[config.mk]
export PLATFORM = sky130hd
export DESIGN_NAME = host_mailbox
export DESIGN_NICKNAME = d
export VERILOG_FILES = /design/src/rtl/mbox_pkg.sv /design/src/rtl/mbox_strobe_sync.sv /design/src/rtl/mbox_host_decode.sv /design/src/rtl/mbox_regs.sv /design/src/rtl/host_mailbox.sv
export SDC_FILE = /design/constraint.sdc
export NUM_CORES = 1
export LEC_CHECK = 0
export BUFFER_PORTS_ARGS = -buffer_cell sky130_fd_sc_hd__buf_2
export CAP_MARGIN = 10
export CORE_ASPECT_RATIO = 0.8
export CORE_UTILIZATION = 54
export DETAILED_ROUTE_END_ITERATION = 8
export PLACE_DENSITY_LB_ADDON = 0.05
export SLEW_MARGIN = 10
export SYNTH_ARGS = -nofsm -noshare
export SYNTH_HDL_FRONTEND = slang
export SYNTH_SLANG_ARGS = --single-unit
export TNS_END_PERCENT = 1
[constraint.sdc]
create_clock -name clk -period 5.45 [get_ports clk]
set_clock_uncertainty 0.15 [all_clocks]
set_input_delay 0.8175 -clock clk [delete_from_list [all_inputs] [get_ports clk]]
set_output_delay 0.8175 -clock clk [all_outputs]
set_load 0.05 [all_outputs]
[src/rtl/mbox_pkg.sv]
package mbox_pkg;
    localparam int DW      = 8;
    localparam int HOST_AW = 10;
    localparam int BASE_W  = HOST_AW - 2;
    localparam int LOC_AW  = 4;

    typedef enum logic [1:0] {
        HSEL_OUT0  = 2'b00,
        HSEL_PAIR1 = 2'b01,
        HSEL_STAT  = 2'b10,
        HSEL_AUX   = 2'b11
    } hsel_e;

    localparam logic [LOC_AW-1:0] LOFF_OUT0  = 4'h3;
    localparam logic [LOC_AW-1:0] LOFF_PAIR1 = 4'h4;
    localparam logic [LOC_AW-1:0] LOFF_STAT  = 4'h5;

    typedef struct packed {
        logic       en;
        logic [2:0] scratch;
        logic       in1_dav;
        logic       out1_dav;
        logic       out0_dav;
        logic       rsvd;
    } status_t;

    // set has priority over clear
    function automatic logic flag_upd(input logic cur, input logic set, input logic clr);
        return set ? 1'b1 : (clr ? 1'b0 : cur);
    endfunction
endpackage

[src/rtl/mbox_strobe_sync.sv]
module mbox_strobe_sync #(
    parameter int STAGES = 2
) (
    input  logic clk,
    input  logic rst,
    input  logic strobe_n,
    output logic pulse
);
    logic [STAGES:0] chain;

    always_ff @(posedge clk) begin
        if (rst) chain <= '0;
        else     chain <= {chain[STAGES-1:0], ~strobe_n};
    end

    assign pulse = chain[STAGES-1] & ~chain[STAGES];


    one_pulse_chk: assert property (@(posedge clk) disable iff (rst)
        pulse |=> !pulse);
endmodule

[src/rtl/mbox_host_decode.sv]
module mbox_host_decode
    import mbox_pkg::*;
(
    input  logic [HOST_AW-1:0] h_addr,
    input  logic               h_aen_n,
    input  logic [BASE_W-1:0]  base_addr,
    output logic               hit,
    output hsel_e              sel
);
    always_comb begin
        hit = !h_aen_n && (h_addr[HOST_AW-1:2] == base_addr);
        sel = hsel_e'(h_addr[1:0]);
    end
endmodule

[src/rtl/mbox_regs.sv]
module mbox_regs
    import mbox_pkg::*;
(
    input  logic              clk,
    input  logic              rst,
    input  logic              h_wr_p,
    input  logic              h_rd_p,
    input  logic              h_rd_act,
    input  logic              h_hit,
    input  hsel_e             h_sel,
    input  logic [DW-1:0]     h_wdata,
    input  logic              dma_en,
    input  logic [LOC_AW-1:0] l_addr,
    input  logic              l_rd,
    input  logic              l_wr,
    input  logic [DW-1:0]     l_wdata,
    output logic [DW-1:0]     l_rdata,
    output logic [DW-1:0]     h_rdata,
    output logic [DW-1:0]     aux_q
);
    status_t       st;
    logic [DW-1:0] out0_q, out1_q, in1_q;
    logic          en;
    logic          h_wr_ok, h_rd_ok;
    logic          hw_out0, hw_out1, hw_aux, hr_in1;
    logic          lw_in1, lw_stat, lr_out0, lr_out1;

    always_comb begin
        en      = st.en;
        h_wr_ok = h_wr_p && h_hit && en;
        h_rd_ok = h_rd_p && h_hit && en;
        hw_out0 = h_wr_ok && (h_sel == HSEL_OUT0);
        hw_out1 = h_wr_ok && (h_sel == HSEL_PAIR1);
        hw_aux  = h_wr_ok && (h_sel == HSEL_AUX) && !dma_en;
        hr_in1  = h_rd_ok && (h_sel == HSEL_PAIR1);
        lw_in1  = l_wr && (l_addr == LOFF_PAIR1) && en;
        lw_stat = l_wr && (l_addr == LOFF_STAT);
        lr_out0 = l_rd && (l_addr == LOFF_OUT0) && en;
        lr_out1 = l_rd && (l_addr == LOFF_PAIR1) && en;
    end

    always_ff @(posedge clk) begin
        if (rst) begin
            st     <= '0;
            out0_q <= '0;
            out1_q <= '0;
            in1_q  <= '0;
            aux_q  <= '0;
        end else begin
            if (hw_out0) out0_q <= h_wdata;
            if (hw_out1) out1_q <= h_wdata;
            if (hw_aux)  aux_q  <= h_wdata;
            if (lw_in1)  in1_q  <= l_wdata;
            if (lw_stat) begin
                st.en <= l_wdata[7];
                if (en) st.scratch <= l_wdata[6:4];
            end
            st.out0_dav <= flag_upd(st.out0_dav, hw_out0, lr_out0);
            st.out1_dav <= flag_upd(st.out1_dav, hw_out1, lr_out1);
            st.in1_dav  <= flag_upd(st.in1_dav,  lw_in1,  hr_in1);
            st.rsvd     <= 1'b0;
        end
    end

    always_comb begin
        l_rdata = '0;
        if (en) begin
            case (l_addr)
                LOFF_OUT0:  l_rdata = out0_q;
                LOFF_PAIR1: l_rdata = out1_q;
                LOFF_STAT:  l_rdata = st;
                default:    l_rdata = '0;
            endcase
        end
    end

    always_comb begin
        h_rdata = '0;
        if (en && h_rd_act && h_hit) begin
            case (h_sel)
                HSEL_OUT0:  h_rdata = out0_q;
                HSEL_PAIR1: h_rdata = in1_q;
                HSEL_STAT:  h_rdata = st;
                default:    h_rdata = '0;
            endcase
        end
    end


    dav_gate_chk: assert property (@(posedge clk) disable iff (rst)
        !en |=> !($rose(st.out0_dav) || $rose(st.out1_dav) || $rose(st.in1_dav)));

    scratch_lock_chk: assert property (@(posedge clk) disable iff (rst)
        !en |=> $stable(st.scratch));

    aux_hold_chk: assert property (@(posedge clk) disable iff (rst)
        dma_en |=> $stable(aux_q));

    in1_set_chk: assert property (@(posedge clk) disable iff (rst)
        lw_in1 |=> st.in1_dav);

    out0_clr_chk: assert property (@(posedge clk) disable iff (rst)
        (lr_out0 && !hw_out0) |=> !st.out0_dav);
endmodule

[src/rtl/host_mailbox.sv]
module host_mailbox
    import mbox_pkg::*;
#(
    parameter int SYNC_STAGES = 2
) (
    input  logic               clk,
    input  logic               rst,
    input  logic [BASE_W-1:0]  base_addr,
    input  logic               dma_mbox_en,
    input  logic [HOST_AW-1:0] h_addr,
    input  logic               h_aen_n,
    input  logic               h_rd_n,
    input  logic               h_wr_n,
    input  logic [DW-1:0]      h_wdata,
    output logic [DW-1:0]      h_rdata,
    input  logic [LOC_AW-1:0]  l_addr,
    input  logic               l_rd,
    input  logic               l_wr,
    input  logic [DW-1:0]      l_wdata,
    output logic [DW-1:0]      l_rdata,
    output logic [DW-1:0]      aux_out
);
    logic  rd_pulse, wr_pulse, hit;
    hsel_e sel;

    mbox_strobe_sync #(.STAGES(SYNC_STAGES)) u_rd_sync (
        .clk(clk), .rst(rst), .strobe_n(h_rd_n), .pulse(rd_pulse));

    mbox_strobe_sync #(.STAGES(SYNC_STAGES)) u_wr_sync (
        .clk(clk), .rst(rst), .strobe_n(h_wr_n), .pulse(wr_pulse));

    mbox_host_decode u_dec (
        .h_addr(h_addr), .h_aen_n(h_aen_n), .base_addr(base_addr),
        .hit(hit), .sel(sel));

    mbox_regs u_regs (
        .clk(clk), .rst(rst),
        .h_wr_p(wr_pulse), .h_rd_p(rd_pulse), .h_rd_act(~h_rd_n),
        .h_hit(hit), .h_sel(sel), .h_wdata(h_wdata),
        .dma_en(dma_mbox_en),
        .l_addr(l_addr), .l_rd(l_rd), .l_wr(l_wr), .l_wdata(l_wdata),
        .l_rdata(l_rdata), .h_rdata(h_rdata), .aux_q(aux_out));
endmodule

==> out/metrics.cfg <==
[run_status]
status = finished, final reports clean

[critical_path]
crit_fanout = 8
start_kind = primary input
r2r_start = u_regs.en
max_stage_delay_ns = 0.65
startpoint = h_addr[3]
cp-end-kind = output pin
path_common_cell = buf_2
crit_path_top_delay_cell = a222oi_1
worstSetupPathType = in -> out
arrival_ns = 2.66
path_cells = buf_2 -> a222oi_1 -> nand4_1 -> nor3_1 -> buf_2
crit_required_ns = 4.48

[synth]
synth.yosys.seq_area_share_pct = 40.9
synth_fa_ha_area_share_pct = 0
synth_top_area_share_pct = 40.9
synth_area_um2 = 2200
synthMuxAreaShare_pct = 12.7
yosys.area.top_type = dfxtp_1
syn_nets = 301
avgSynthCellArea_um2 = 8.65
yosys.area_share.simple_pct = 25.4
synth_enable_flop_cells = 0
synthTopCellsByArea = dfxtp_1 (41%), mux2i_1 (13%), nor2_1 (8.0%)
synth_most_common_cell = nor2_1
synth-main-ff-cell = dfxtp_1
synth.ff_latch_count = 45
synth_cell_types = 33
synthCells = 255
async_flop_share_pct = 0
ys_warn_count = 0
synth_compound_gate_area_share_pct = 13.0
synth_xor_area_share_pct = 1.99
synth_top_family_by_area = simple AND/OR/NAND/NOR gates
synth_common_cells = nor2_1 (47), dfxtp_1 (45), mux2i_1 (28)

[floorplanning]
die_y_um = 59.2
num_rows = 20
dieArea_um2 = 4340
coreArea_um2 = 3850
io_pins = 70
die_w_um = 73.4
initial_core_util_pct = 57.2

[hold_path]
hp-class = reg -> reg
min_from = u_wr_sync.chain[0]

[sta]
rsz0062_at_grt = no
min_period_ns = 3.62
slew_viol_final = 0
fmax_mhz = 276
worst_pin_slew_ns = 0.801
tns_ns = 0
finalHoldViolCount = 0
slew_headroom_pct = 46.6
setup_violations = 0
fin_crit_sh_pct = 66.5

[pwr]
peakVddDrop_mv = 0.150
leakagePower_uw = 0.00117
powerDensity_nw_per_um2 = 243
p_total_uw = 636

[clocking]
cts_hold_buffers = 0
cts_buffers = 5
htreeDepth = 2
cts_tree = built
cts.sinks = 45
cts.clk_slew.worst_paths_ns = 0.09
clk_latency_ns = 0.30
post_cts_resized = 0
root_buffer = clkbuf_8
cts_buffer_depth = 2
post-cts-setup-buffer-count = 0

[global_route]
track_usage_pct = 25.5
antenna_found_initial = 0
grt_max_degree = 46
overflow = 0
grt_pass1_wl_um = 8270
grt_pass1_vias = 1729

[placement]
dpl.hpwl_um = 3770
gp_congestion = 0.764
io_buffer_count = 69

[drt]
wire_per_inst_um = 14.3
finalWirelength_um = 5270
first_pass_iters = 4
vias = 2047
via_per_inst = 5.55
drc = 0
drt_iter0_drc = 210
ant_nets = 0

[final_layout]
area_growth_syn_to_layout_pct = 18.8
diodes = 0
final_nets = 359
drive_gt1_share_pct = 27.1

[flow_run]
maxCapViolations = 0

[worst max-delay path: cells and delay by family]
family | cells | cell delay, ns
AO/OA/AOI/OAI | 1 | 0.65
buffers and inverters | 2 | 0.39
AND/OR/NAND/NOR | 2 | 0.80
[path summary, 6_finish.rpt]
check	to	slack [ns]	cells past startpoint
worst max-delay path	h_rdata[0]	1.83	5
worst min-delay path	u_wr_sync.chain[1]	0.29	1
worst max register to register	u_regs.out0_q[4]	3.10	5
worst min register to register	u_wr_sync.chain[1]	0.29	1
[sequential cells by signal, summed over array words and instances (netlist names)]
signal	count
u_rd_sync.chain	3
u_regs.aux_q	8
u_regs.en	1
u_regs.in1_q	8
u_regs.out0_q	8
u_regs.out1_q	8
u_regs.st	6
u_wr_sync.chain	3
[power breakdown]
part | switching (uW) | leakage, uW | internal (uW)
Clock | 116 | 0.0000554 | 138
Sequential | 0.825 | 0.000363 | 330
Combinational | 30.7 | 0.000755 | 20.6
[cell families (layout without fill, tap and decap cells)]
family                    after synthesis  in the layout
buffers and inverters                  22             81
AOI/OAI and AO/OA                      45             45
muxes                                  28             28
DFF                                    45             45
and+or+nand+nor                       110            110
xor gates and xnor gates                5              5
[through the flow]
step | util (%) | cells | worst slack (ns) | instance area [um2] | hold WS, ns
final | 68.0 | 369 | 1.83 | 2620 | 0.293
after floorplan | - | 255 | 1.62 | 2200 | 0.264
after global routing | 68.0 | 369 | 1.67 | 2620 | 0.315
after detailed placement | 65.0 | 361 | 1.82 | 2500 | 0.275
after CTS | 67.9 | 369 | 1.83 | 2620 | 0.297
after global placement | 65.0 | 361 | 1.86 | 2500 | 0.268
[cell usage in the layout, fill, tap and decap left out, types with 6 or more instances in the layout]
master and instances:
dfxtp_1 45, nor2b_1 6, nand4_1 11, o31ai_1 8
mux2i_1 28, nand2_1 21, a222oi_1 7, nor2_1 47
buf_2 69, a21oi_1 26
[metal layers]
layer  vias to the layer above  global-route usage (%)  part of all wire, %
met2                        73                    39.3                   45
li1                       1018                       -                    -
met5                         -                       0                    0
met3                         4                    6.29                  6.9
met1                       952                    35.9                   47
met4                         0                    6.59                 0.68
[final cells by class]
class | instances | area (um2)
Multi-Input combinational cell | 188 | 1170
Clock inverter | 2 | 38.8
Inverter | 3 | 11.3
Tap cell | 55 | 68.8
Fill cell | 373 | 1230
Timing Repair Buffer | 70 | 353
Clock buffer | 6 | 72.6
Sequential cell | 45 | 901
No activity file was read; power rests on OpenSTA's default activity.
